<file path="src/rtl/codeGroupPkg.sv">
package codeGroupPkg;
  localparam int CODE_W = 5;
  localparam int HIST_W = 2 * CODE_W;
  localparam int NIB_W  = 4;
  localparam int PH_W   = $clog2(CODE_W);

  localparam logic [CODE_W-1:0] CG_IDLE = 5'b11111;
  localparam logic [CODE_W-1:0] CG_J    = 5'b11000;
  localparam logic [CODE_W-1:0] CG_K    = 5'b10001;
  localparam logic [CODE_W-1:0] CG_T    = 5'b01101;
  localparam logic [CODE_W-1:0] CG_R    = 5'b00111;

  localparam logic [NIB_W-1:0] NIB_PRE   = 4'h5;
  localparam logic [NIB_W-1:0] NIB_FALSE = 4'hE;

  typedef enum logic [1:0] {
    MODE_HUNT,
    MODE_WAIT_K,
    MODE_FRAME,
    MODE_FALSE
  } rxMode_e;

  // State carried from bit to bit and from clock to clock.
  typedef struct packed {
    rxMode_e             mode;
    logic [HIST_W-1:0]   hist;
    logic [PH_W-1:0]     phase;
    logic [CODE_W-1:0]   pendCode;
    logic                pendPre;
  } rxCtx_t;

  // Strobe from the per-bit control to the output registers.
  typedef struct packed {
    logic              emit;
    logic              dv;
    logic              er;
    logic [NIB_W-1:0]  nib;
  } rxStrobe_t;

  function automatic rxCtx_t idleCtx();
    rxCtx_t c;
    c.mode     = MODE_HUNT;
    c.hist     = '1;
    c.phase    = '0;
    c.pendCode = '0;
    c.pendPre  = 1'b0;
    return c;
  endfunction
endpackage

</file>
<file path="src/rtl/rxCodeDecode.sv">
module rxCodeDecode
  import codeGroupPkg::*;
(
  input  logic [CODE_W-1:0] code,
  output logic              isData,
  output logic [NIB_W-1:0]  nibble
);
  always_comb begin
    isData = 1'b1;
    nibble = '0;
    unique case (code)
      5'b11110: nibble = 4'h0;
      5'b01001: nibble = 4'h1;
      5'b10100: nibble = 4'h2;
      5'b10101: nibble = 4'h3;
      5'b01010: nibble = 4'h4;
      5'b01011: nibble = 4'h5;
      5'b01110: nibble = 4'h6;
      5'b01111: nibble = 4'h7;
      5'b10010: nibble = 4'h8;
      5'b10011: nibble = 4'h9;
      5'b10110: nibble = 4'hA;
      5'b10111: nibble = 4'hB;
      5'b11010: nibble = 4'hC;
      5'b11011: nibble = 4'hD;
      5'b11100: nibble = 4'hE;
      5'b11101: nibble = 4'hF;
      default:  isData = 1'b0;
    endcase
  end
endmodule

</file>
<file path="src/rtl/rxFramer.sv">
// Control: advances the receive context by one line bit and raises a
// strobe when a nibble slot is decided.
module rxFramer
  import codeGroupPkg::*;
(
  input  rxCtx_t    ctxIn,
  input  logic      bitIn,
  input  logic      bitEn,
  output rxCtx_t    ctxOut,
  output rxStrobe_t strobe
);
  logic              pendIsData;
  logic [NIB_W-1:0]  pendNib;
  logic [HIST_W-1:0] histNext;
  logic [CODE_W-1:0] newCode;
  logic              codeDone;
  logic              carrierHit;
  logic              startOk;

  rxCodeDecode u_dec (
    .code   (ctxIn.pendCode),
    .isData (pendIsData),
    .nibble (pendNib)
  );

  assign histNext   = {ctxIn.hist[HIST_W-2:0], bitIn};
  assign newCode    = histNext[CODE_W-1:0];
  assign codeDone   = (ctxIn.phase == PH_W'(CODE_W - 1));
  // A zero now, with another zero somewhere two to nine bits back.
  assign carrierHit = !histNext[0] && !(&histNext[HIST_W-1:2]);
  assign startOk    = (histNext == {CG_IDLE, CG_J});

  always_comb begin
    ctxOut = ctxIn;
    strobe = '0;
    if (bitEn) begin
      ctxOut.hist = histNext;
      if (ctxIn.mode != MODE_HUNT) begin
        ctxOut.phase = codeDone ? '0 : ctxIn.phase + PH_W'(1);
      end
      unique case (ctxIn.mode)
        MODE_HUNT: begin
          if (carrierHit) begin
            ctxOut.phase = '0;
            if (startOk) begin
              ctxOut.mode = MODE_WAIT_K;
            end else begin
              ctxOut.mode = MODE_FALSE;
              strobe.emit = 1'b1;
              strobe.er   = 1'b1;
              strobe.nib  = NIB_FALSE;
            end
          end
        end
        MODE_WAIT_K: begin
          if (codeDone) begin
            strobe.emit = 1'b1;
            if (newCode == CG_K) begin
              ctxOut.mode     = MODE_FRAME;
              ctxOut.pendCode = newCode;
              ctxOut.pendPre  = 1'b1;
              strobe.dv       = 1'b1;
              strobe.nib      = NIB_PRE;
            end else begin
              ctxOut.mode = MODE_FALSE;
              strobe.er   = 1'b1;
              strobe.nib  = NIB_FALSE;
            end
          end
        end
        MODE_FRAME: begin
          if (codeDone) begin
            strobe.emit = 1'b1;
            if (ctxIn.pendCode == CG_T && newCode == CG_R) begin
              ctxOut.mode = MODE_HUNT;
              ctxOut.hist = '1;
            end else if (!ctxIn.pendPre && ctxIn.pendCode == CG_IDLE &&
                         newCode == CG_IDLE) begin
              ctxOut.mode = MODE_HUNT;
              strobe.dv   = 1'b1;
              strobe.er   = 1'b1;
            end else begin
              strobe.dv = 1'b1;
              if (ctxIn.pendPre) begin
                strobe.nib = NIB_PRE;
              end else if (pendIsData) begin
                strobe.nib = pendNib;
              end else begin
                strobe.er = 1'b1;
              end
              ctxOut.pendCode = newCode;
              ctxOut.pendPre  = 1'b0;
            end
          end
        end
        MODE_FALSE: begin
          if (&histNext) begin
            ctxOut.mode = MODE_HUNT;
          end else if (codeDone) begin
            strobe.emit = 1'b1;
            strobe.er   = 1'b1;
            strobe.nib  = NIB_FALSE;
          end
        end
        default: ctxOut = idleCtx();
      endcase
    end
  end
endmodule

</file>
<file path="src/rtl/rxDatapath.sv">
// Datapath: context and output registers, with one control step per lane.
module rxDatapath
  import codeGroupPkg::*;
#(
  parameter int LANES = 2,
  localparam int CNT_W = $clog2(LANES + 1)
) (
  input  logic             clk,
  input  logic             rstN,
  input  logic             linkUp,
  input  logic [LANES-1:0] lineBits,
  input  logic [CNT_W-1:0] bitCount,
  output logic             nibbleCe,
  output logic             rxValid,
  output logic             rxErr,
  output logic [NIB_W-1:0] rxData,
  output logic             carrierSense
);
  rxCtx_t    ctxQ;
  rxCtx_t    ctxD;
  rxCtx_t    chain [LANES+1];
  rxStrobe_t stepStb [LANES];
  rxStrobe_t pick;
  logic      dropNow;

  assign chain[0] = ctxQ;

  for (genvar i = 0; i < LANES; i++) begin : g_lane
    rxFramer u_step (
      .ctxIn  (chain[i]),
      .bitIn  (lineBits[LANES-1-i]),
      .bitEn  (linkUp && (CNT_W'(i) < bitCount)),
      .ctxOut (chain[i+1]),
      .strobe (stepStb[i])
    );
  end

  always_comb begin
    pick = '0;
    for (int i = 0; i < LANES; i++) begin
      if (stepStb[i].emit) pick = stepStb[i];
    end
  end

  assign dropNow = (ctxQ.mode == MODE_HUNT) && (rxValid || rxErr) && !pick.emit;
  assign ctxD    = linkUp ? chain[LANES] : idleCtx();

  always_ff @(posedge clk or negedge rstN) begin
    if (!rstN) begin
      ctxQ     <= idleCtx();
      nibbleCe <= 1'b0;
      rxValid  <= 1'b0;
      rxErr    <= 1'b0;
      rxData   <= '0;
    end else begin
      ctxQ     <= ctxD;
      nibbleCe <= pick.emit || dropNow;
      if (pick.emit) begin
        rxValid <= pick.dv;
        rxErr   <= pick.er;
        rxData  <= pick.nib;
      end else if (dropNow) begin
        rxValid <= 1'b0;
        rxErr   <= 1'b0;
        rxData  <= '0;
      end
    end
  end

  assign carrierSense = (ctxQ.mode != MODE_HUNT);
endmodule

</file>
<file path="src/rtl/codeGroupRx.sv">
module codeGroupRx
  import codeGroupPkg::*;
#(
  parameter int LANES = 2,
  localparam int CNT_W = $clog2(LANES + 1)
) (
  input  logic             clk,
  input  logic             rstN,
  input  logic             linkUp,
  input  logic [LANES-1:0] lineBits,
  input  logic [CNT_W-1:0] bitCount,
  output logic             nibbleCe,
  output logic             rxValid,
  output logic             rxErr,
  output logic [3:0]       rxData,
  output logic             carrierSense
);
  rxDatapath #(.LANES(LANES)) u_path (
    .clk          (clk),
    .rstN         (rstN),
    .linkUp       (linkUp),
    .lineBits     (lineBits),
    .bitCount     (bitCount),
    .nibbleCe     (nibbleCe),
    .rxValid      (rxValid),
    .rxErr        (rxErr),
    .rxData       (rxData),
    .carrierSense (carrierSense)
  );
endmodule

</file>
<file path="config.mk">
export PLATFORM = sky130hd
export DESIGN_NAME = codeGroupRx
export DESIGN_NICKNAME = d
export VERILOG_FILES = /design/src/rtl/codeGroupPkg.sv /design/src/rtl/rxCodeDecode.sv /design/src/rtl/rxFramer.sv /design/src/rtl/rxDatapath.sv /design/src/rtl/codeGroupRx.sv
export SDC_FILE = /design/constraint.sdc
export NUM_CORES = 1
export LEC_CHECK = 0
export ABC_AREA = 1
export ABC_CLOCK_PERIOD_IN_PS = 3900
export BUFFER_PORTS_ARGS = -buffer_cell sky130_fd_sc_hd__buf_2
export CAP_MARGIN = 10
export CORE_ASPECT_RATIO = 0.5
export CORE_MARGIN = 1.5
export CORE_UTILIZATION = 40
export CTS_BUF_LIST = sky130_fd_sc_hd__clkbuf_16
export DETAILED_ROUTE_END_ITERATION = 16
export PLACE_DENSITY = 0.61
export SETUP_SLACK_MARGIN = 0.02
export SKIP_LAST_GASP = 1
export SLEW_MARGIN = 20
export SYNTH_ARGS = -nofsm -noshare
export SYNTH_HDL_FRONTEND = slang
export SYNTH_HIERARCHICAL = 1
export SYNTH_SLANG_ARGS = --single-unit
</file>
<file path="constraint.sdc">
create_clock -name clk -period 3.9 [get_ports clk]
set_input_delay 1.17 -clock clk [delete_from_list [all_inputs] [get_ports clk]]
set_output_delay 1.17 -clock clk [all_outputs]
set_load 0.05 [all_outputs]
</file>
==> results of run 1 <==
==> sequential cells by signal (all words and copies together) (netlist names) <==
register         cells
u_path/rxValid       1
u_path/chain        20
u_path/rxErr         1
u_path/nibbleCe      1
u_path/rxData        4
==> placed cells by master (no fill, tap or decap), types with 8 or more instances in the layout <==
cell type / count
dfstp_2: 9
buf_2: 14
o211ai_1: 8
nor2_1: 53
a22oi_1: 8
a31oi_1: 14
ha_1: 12
nand2_2: 14
nand4_1: 12
a21oi_1: 12
buf_4: 21
o21ai_0: 24
dfrtp_1: 18
or2_1: 9
o21ai_1: 8
nand3_1: 44
inv_1: 89
nand2_1: 149
==> where the power goes <==
group	internal (µW)	switching, µW	total (µW)
Sequential	332	66.9	399
Combinational	332	739	1070
Clock	138	102	240
==> stage by stage <==
step / hold WS [ns] / cell area, µm²
2_1_floorplan: 0.692 / 3200
4_1_cts: 0.504 / 3540
5_1_grt: 0.531 / 3540
3_5_place_dp: 0.488 / 3460
6_report: 0.497 / 3540
3_3_place_gp: 0.484 / 3460
==> how the worst max path moves through the flow <==
stage,endpoint,depth (start not counted),from
2_1_floorplan,u_path/rxData[2],20,bitCount[1]
3_3_place_gp,u_path/rxErr,22,linkUp
3_5_place_dp,u_path/rxErr,22,linkUp
4_1_cts,u_path/rxErr,22,linkUp
5_1_grt,u_path/rxErr,22,linkUp
6_report,u_path/rxErr,22,linkUp
==> critical path: stages <==
cell      delay, ns
buf_2          0.11
nand2_1        0.07
nand2_1        0.15
nand2_1        0.16
inv_1          0.12
nand2_1        0.13
o211ai_1       0.25
buf_4          0.26
nand2_4        0.07
inv_1          0.06
nand2_1        0.09
nand2_1        0.06
nor2_1         0.10
nand2_1        0.09
or2_2          0.31
a21oi_1        0.19
nor2_1         0.07
nor2_1         0.11
nand2_1        0.07
nand2_1        0.07
nand2_1        0.05
nand2_1        0.05
==> cell type report <==
type                    instances  area [µm²]
fillers                       802        4000
multi-input cells             401        2050
flip-flops and latches         27         687
inverters                      96         363
repair buffers                 35         228
well taps                     108         135
clock buffers                   3        75.1
clock inverters                 1        3.75
==> metal layers <==
metal / global-route usage (%) / vias up
met2: 34.8 / 145
met4: 3.75 / 0
met1: 34.7 / 1534
met3: 3.80 / 7
met5: 0 / -
li1: - / 1768
==> metrics.cfg, run 1 <==
[grt]
grt_pass1_wl_mm=15.3
grt_max_degree=28
grt_pass1_vias=3069
grt_overflow_total=0
groute.usage.overall_pct=23.1
antenna_found_initial=0

[yosys]
syn_avg_cell_area_um2=5.98
synth_warnings=6
netlist_instances=536
syn-cell-area_mm2=0.00320
syn-num-nets=555

[clock_tree]
clkTransAtPathRegs_ns=0.07
hold_buffers=0
post-cts-setup-buffer-count=0
clkSinkCount=27
root_buffer=clkbuf_16
cts_resized=0
cts_buffer_depth=2
insertion_delay_ns=0.27
cts_buffers=3
htree_levels=1
cts_tree=built

[detailed_routing]
dr_wl_met2_mm=3.56
routed_wl_mm=9.17
via_per_inst=5.15
drt-met1-wl_mm=4.75
wl_per_cell_um=13.7
drtPass1Iterations=5
drtIter0Drc=300
antenna_left=0
vias=3454
dr_wl_met3_um=777
maxUsedRoutingLayer=met4
drc=0

[power_and_ir_drop]
finalPower_uw=1710
p_leak_uw=0.00197
power.density_mw_per_mm2=483
vdd_drop_max_v=0.000232

[finish]
area_growth_pct=10.6
diodes=0
instances_no_fill=671
drive_gt1_share_pct=16.3
nNetsFinal=583
final_util_pct=47.0

[critical_path]
cp_max_fo=7
r2r_start=u_path/chain[61]
r2r_cells=22
critical_path_class=primary input to flip-flop
cp-start-kind=primary input
cp.arrival_ns=3.79
crit_required_ns=4.11
cp-end-kind=flip-flop
r2r_slack_ns=0.58
r2r_end=u_path/rxErr

[die]
io_pins=15
rows=22
coreArea_mm2=0.00754
die_x_um=130
die-area_mm2=0.00859
dieHeight_um=66.3
initial_utilization_pct=42.5

[place]
dpl_worst_slack_ns=0.111
place_hpwl_mm=7.53
dp_cells=667
io_buffers=14
routabilityCongestion=0.928

[hold_path]
min-delay-start=u_path/rxData[0]
hold_class=flip-flop to flip-flop
min_to=u_path/rxData[0]
min_path_cells=2

[sta]
timing.final.ws_setup_ns=0.315
fin_crit_ns=3.58
fin_setup_tns_ns=0
max_slew_margin_pct=57.2
setup_viol=0
fin_crit_sh_pct=91.9
finClkSkew_ns=0.00777
rsz0062_at_grt=no
max_freq_mhz=279
tightestPinTransition_ns=0.643
drv_slew=0
hold_viol_final=0

[run]
cap_violations=0

[status]
outcome=complete, no violations

No activity file was read; power rests on OpenSTA's default activity.
==> inputs of run 2 (changes only) <==
--- a/config.mk
+++ b/config.mk
@@ -9,12 +9,13 @@
 export ABC_CLOCK_PERIOD_IN_PS = 3900
 export BUFFER_PORTS_ARGS = -buffer_cell sky130_fd_sc_hd__buf_2
 export CAP_MARGIN = 10
-export CORE_ASPECT_RATIO = 0.5
+export CORE_ASPECT_RATIO = 0.9
 export CORE_MARGIN = 1.5
 export CORE_UTILIZATION = 40
 export CTS_BUF_LIST = sky130_fd_sc_hd__clkbuf_16
 export DETAILED_ROUTE_END_ITERATION = 16
 export PLACE_DENSITY = 0.61
+export REMOVE_ABC_BUFFERS = 1
 export SETUP_SLACK_MARGIN = 0.02
 export SKIP_LAST_GASP = 1
 export SLEW_MARGIN = 20
==> run 2 against run 1 <==
Effect of this change: utilization is 0.66 points lower; maximum frequency grew 0.68%; clock skew decreased by 0.0040 ns; critical endpoint unchanged; highest routed layer unchanged.
==> metrics.cfg, run 2 (synthesis results as in run 1) <==
[status]
outcome=complete, no violations

[place]
post_dp_cell_area_mm2=0.00345  ; -0.43%
dp_cells=655  ; -1.8%
io_buffers=14  ; unchanged
place_hpwl_mm=7.60  ; +0.90%
routabilityCongestion=0.949  ; +2.3%
dpl_worst_slack_ns=-0.0479  ; -0.159 ns

[grt]
grt_max_degree=28  ; unchanged
gr-usage-met2_pct=35.9  ; +1.1 points
grt_overflow_total=0  ; unchanged
grt_most_used_layer=met2
grt_pass1_vias=3116  ; +1.5%
grt_pass1_wl_mm=15.4  ; +0.72%
antenna_found_initial=0  ; unchanged
groute.usage.overall_pct=22.4  ; -0.73 points
grtUsageMet3_pct=1.36  ; -2.4 points
grt_use_met1_pct=32.4  ; -2.3 points

[critical_path]
cp_max_fo=7  ; unchanged
crit_start=linkUp
cp-start-kind=primary input
crit_end=u_path/rxErr
crit_required_ns=4.11  ; about the same
cp-end-kind=flip-flop
r2r_end=u_path/rxErr
cp.arrival_ns=3.77  ; -0.02 ns
r2r_cells=22  ; unchanged
r2r_start=u_path/chain[61]
r2r_slack_ns=0.55  ; -0.03 ns
critical_path_class=primary input to flip-flop

[finish]
seq_area_um2=687  ; unchanged
design_area_mm2=0.00355  ; +0.11%
final_common_cell=nand2_1
nNetsFinal=585  ; +0.34%
instances_no_fill=661  ; -1.5%
multiInputGateArea_mm2=0.00205  ; unchanged
largest_reg_flops=20  ; unchanged
fillers=811  ; +1.1%
diodes=0  ; unchanged
drive_gt1_share_pct=16.8  ; +0.47 points
layout_common_cells=nand2_1, inv_1, nor2_1
area_growth_pct=10.7

[detailed_routing]
wl_per_cell_um=14.2  ; +3.8%
drc=0  ; unchanged
routed_wl_mm=9.37  ; +2.3%
antenna_left=0  ; unchanged
drtPass1Iterations=5  ; unchanged
vias=3456  ; +0.058%
drtIter0Drc=222  ; -26%
via_per_inst=5.23  ; +1.6%

[sta]
rsz0062_at_grt=no
tightestPinTransition_ns=0.607  ; -0.0359 ns
setup_viol=0  ; unchanged
finClkSkew_ns=0.00379  ; -0.00399 ns
fin_setup_tns_ns=0  ; unchanged
timing.final.ws_setup_ns=0.339  ; +0.0240 ns
drv_slew=0  ; unchanged
hold_viol_final=0  ; unchanged
max_freq_mhz=281  ; +0.68%
fin_crit_sh_pct=91.3  ; -0.62 points
fin_crit_ns=3.56  ; -0.0240 ns
hold_ws_ns=0.496  ; -0.000565 ns
max_slew_margin_pct=59.5  ; +2.4 points

[run]
cap_violations=0  ; unchanged

[clock_tree]
clkTransAtPathRegs_ns=0.07  ; about the same
cts_buffers=3  ; unchanged
root_buffer=clkbuf_16
cts_buffer_depth=2  ; unchanged
clkSinkCount=27  ; unchanged
insertion_delay_ns=0.26  ; about the same
cts_tree=built
htree_levels=1  ; unchanged

[die]
rows=30  ; +36%
io_pins=15  ; unchanged
coreArea_mm2=0.00766  ; +1.5%
dieHeight_um=87.9  ; +33%
initial_utilization_pct=41.8  ; -0.64 points
die_x_um=97.3  ; -25%
die-area_mm2=0.00855  ; -0.37%

[power_and_ir_drop]
p_leak_uw=0.00197  ; +0.24%
power.density_mw_per_mm2=495  ; +2.5%
vdd_drop_max_v=0.000197  ; -15%

[hold_path]
hold_class=flip-flop to flip-flop

run 2: power by group:
part	switching, µW	leakage (µW)	internal [µW]
logic	778	0.00160	343
clock network	101	0.0000371	140
registers	60.3	0.000340	332
run 2: worst max-delay path, stage by stage:
cell	delay (ns)
buf_2	0.14
nand2_1	0.09
nand2_1	0.10
nand2_1	0.16
inv_1	0.13
o2111ai_1	0.13
o211ai_1	0.11
buf_4	0.18
buf_4	0.17
nand2_4	0.07
inv_1	0.06
nand2_1	0.09
nand2_1	0.06
nor2_1	0.09
nand2_1	0.08
or2_2	0.31
a21oi_1	0.18
nor2_1	0.06
nor2_1	0.12
nand2_1	0.07
nand2_1	0.06
nand2_1	0.04
nand2_1	0.05
run 2: worst min-delay path by stage:
stage                     startpoint                to  slack [ns]  cells past startpoint
global placement    u_path/rxData[2]  u_path/rxData[2]        0.48                      2
global route        u_path/rxData[2]  u_path/rxData[2]        0.52                      2
CTS                 u_path/rxData[2]  u_path/rxData[2]        0.50                      2
finish              u_path/rxData[2]  u_path/rxData[2]        0.50                      2
detailed placement  u_path/rxData[2]  u_path/rxData[2]        0.49                      2
floorplan           u_path/chain[61]   u_path/nibbleCe        0.69                      3
run 2: layer usage:
| metal | wire, µm | part of all wire [%] |
|---|---|---|
| met3 | 482 | 5.1 |
| met5 | 0 | 0 |
| met1 | 4600 | 49 |
| met2 | 4120 | 44 |
| met4 | 169 | 1.8 |
run 2: per-stage QoR:
step	util, %	total power (µW)
final	46.3	1750
after floorplan	-	1170
after CTS	46.1	1740
after global placement	45.0	1500
after global routing	46.3	1900
after detailed placement	45.0	1490
run 2: area by class of cell:
cell class	instances	area share (%)
multi-input combinational	401	57.8
clock inverter	1	0.212
inverter	96	10.2
timing repair buffer	37	6.84
sequential	27	19.4
clock buffer	3	2.12
tap	96	3.39
run 2: timing repair:
item	CTS	global route
hold buffers	0	0
setup buffers	0	2
endpoints found under the setup margin	0	3
resized for setup	0	0
==> inputs of run 3 (changes only) <==
--- a/config.mk
+++ b/config.mk
@@ -9,14 +9,14 @@
 export ABC_CLOCK_PERIOD_IN_PS = 3900
 export BUFFER_PORTS_ARGS = -buffer_cell sky130_fd_sc_hd__buf_2
 export CAP_MARGIN = 10
-export CORE_ASPECT_RATIO = 0.9
-export CORE_MARGIN = 1.5
+export CORE_ASPECT_RATIO = 0.6
+export CORE_MARGIN = 5
 export CORE_UTILIZATION = 40
 export CTS_BUF_LIST = sky130_fd_sc_hd__clkbuf_16
 export DETAILED_ROUTE_END_ITERATION = 16
 export PLACE_DENSITY = 0.61
 export REMOVE_ABC_BUFFERS = 1
-export SETUP_SLACK_MARGIN = 0.02
+export SETUP_SLACK_MARGIN = 0.2
 export SKIP_LAST_GASP = 1
 export SLEW_MARGIN = 20
 export SYNTH_ARGS = -nofsm -noshare
==> run 3 against run 2 <==
Effect of this change: final area rose by 1.5%; critical path depth fell by 6; total power rose by 3.5%; wire length rose by 4.7%; register-to-register slack got worse by 0.04 ns; die area rose by 16%.
==> metrics.cfg, run 3 (synthesis results as in run 1) <==
[critical_path]
critical_path_class=primary input to flip-flop
r2r_cells=22  ; unchanged
crit_start=lineBits[1]
cp-start-kind=primary input
cp_max_fo=11  ; +4
r2r_slack_ns=0.51  ; -0.04 ns
r2r_end=u_path/rxErr
cp.arrival_ns=3.68  ; -0.09 ns
r2r_start=u_path/chain[61]
cp-end-kind=flip-flop
crit_required_ns=4.05  ; -0.06 ns
crit_end=u_path/rxErr

[sta]
max_slew_margin_pct=47.9  ; -12 points
tightestPinTransition_ns=0.774  ; +0.167 ns
hold_ws_ns=0.499  ; +0.00288 ns
setup_viol=0  ; unchanged
fin_crit_sh_pct=90.5  ; -0.77 points
rsz0062_at_grt=no
drv_slew=0  ; unchanged
finClkSkew_ns=0.00364  ; -0.000141 ns
fin_crit_ns=3.53  ; -0.0300 ns
max_freq_mhz=283  ; +0.85%
hold_viol_final=0  ; unchanged

[die]
dieHeight_um=79.3  ; -9.8%
io_pins=15  ; unchanged
die_x_um=126  ; +29%
initial_utilization_pct=40.8  ; -1.0 points
rows=25  ; -17%
coreArea_mm2=0.00785  ; +2.5%
die-area_mm2=0.00996  ; +16%

[finish]
nNetsFinal=587  ; +0.34%
diodes=0  ; unchanged
final_common_cell=nand2_1
area_growth_pct=12.4
drive_gt1_share_pct=18.0  ; +1.2 points
layout_common_cells=nand2_1, inv_1, nor2_1
largest_reg_flops=20  ; unchanged
design_area_mm2=0.00360  ; +1.5%
final_util_pct=45.9  ; -0.46 points

[clock_tree]
cts_tree=built
clkSinkCount=27  ; unchanged
insertion_delay_ns=0.26  ; about the same
root_buffer=clkbuf_16
cts_buffers=3  ; unchanged
hold_buffers=0  ; unchanged
clkTransAtPathRegs_ns=0.07  ; about the same
htree_levels=1  ; unchanged
cts_buffer_depth=2  ; unchanged

[detailed_routing]
drc=0  ; unchanged
drtIter0Drc=416  ; +87%
antenna_left=0  ; unchanged
wl_per_cell_um=14.5  ; +2.5%
via_per_inst=5.28  ; +0.99%
drtPass1Iterations=5  ; unchanged
vias=3564  ; +3.1%
routed_wl_mm=9.81  ; +4.7%

[grt]
groute.usage.overall_pct=19.6  ; -2.8 points
grt_max_degree=28  ; unchanged
grt_pass1_wl_mm=16.0  ; +4.0%
grt_pass1_vias=3206  ; +2.9%
antenna_found_initial=0  ; unchanged
grt_overflow_total=0  ; unchanged

[place]
routabilityCongestion=1.02  ; +7.4%
post_dp_cell_area_mm2=0.00347  ; +0.65%
place_hpwl_mm=7.99  ; +5.1%
io_buffers=14  ; unchanged

[hold_path]
hold_class=flip-flop to flip-flop

[power_and_ir_drop]
power.density_mw_per_mm2=504  ; +2.0%
p_leak_uw=0.00199  ; +0.78%
finalPower_uw=1820  ; +3.5%
vdd_drop_max_v=0.000314  ; +60%

[status]
outcome=complete, no violations

[run]
cap_violations=0  ; unchanged

==> run 3: cell types whose count changed in the layout (fill, tap and decap cells not counted), moves of 2 or more <==
cell	delta
buf_6	+2
nand2_1	-2
nand2_2	+2
inv_2	+2
==> run 3: worst min-delay path by stage <==
stage	slack [ns]	cells after the start	to	startpoint
2_1_floorplan	0.69	3	u_path/nibbleCe	u_path/chain[61]
3_3_place_gp	0.48	2	u_path/rxData[2]	u_path/rxData[2]
3_5_place_dp	0.48	2	u_path/rxData[3]	u_path/rxData[3]
4_1_cts	0.50	2	u_path/rxData[3]	u_path/rxData[3]
5_1_grt	0.54	2	u_path/rxData[2]	u_path/rxData[2]
6_report	0.50	2	u_path/rxData[3]	u_path/rxData[3]
==> run 3: routing by layer <==
| metal | vias up | global-route usage [%] | routed length [µm] |
|---|---|---|---|
| li1 | 1772 | - | - |
| met1 | 1625 | 31.3 | 4980 |
| met3 | 16 | 2.49 | 925 |
| met5 | - | 0 | 0 |
| met2 | 151 | 27.7 | 3810 |
| met4 | 0 | 3.46 | 91 |
==> run 3: per-stage QoR <==
stage	instances	setup slack (ns)	TNS [ns]
5_1_grt	675	0.186	0
4_1_cts	672	0.236	0
3_3_place_gp	668	0.0109	0
2_1_floorplan	524	-0.0497	-0.247
3_5_place_dp	668	-0.0252	-0.0252
6_report	675	0.369	0
==> run 3: worst max-delay path: stages <==
cell and delay, ns:
buf_2 0.13, nand2_1 0.11, nor2_2 0.15, nand3_2 0.14, inv_1 0.09, nand2_1 0.15, a31oi_1 0.26, inv_1 0.14
nor3_4 0.28, nand4_1 0.19, nand3_1 0.18, a31oi_1 0.11, buf_4 0.19, nor2_4 0.17, inv_1 0.09, nand2_1 0.07
nand2_1 0.05
==> run 3: area by class of cell <==
cell class / count / area [µm²]
well taps: 108 / 135
clock inverters: 1 / 3.75
repair buffers: 39 / 265
multi-input cells: 401 / 2070
flip-flops and latches: 27 / 687
inverters: 96 / 363
fillers: 797 / 4250
clock buffers: 3 / 75.1
==> run 3: repair_timing <==
item,in CTS,in global routing
endpoints found under the setup margin,0,10
gates resized for setup,0,10
buffers inserted,0,3
==> run 3: report_power, final <==
group          total (µW)  internal, µW  leakage, µW  switching [µW]
Clock                 235           137    0.0000423            98.0
Sequential            395           332     0.000340            62.8
Combinational        1190           376      0.00161             810
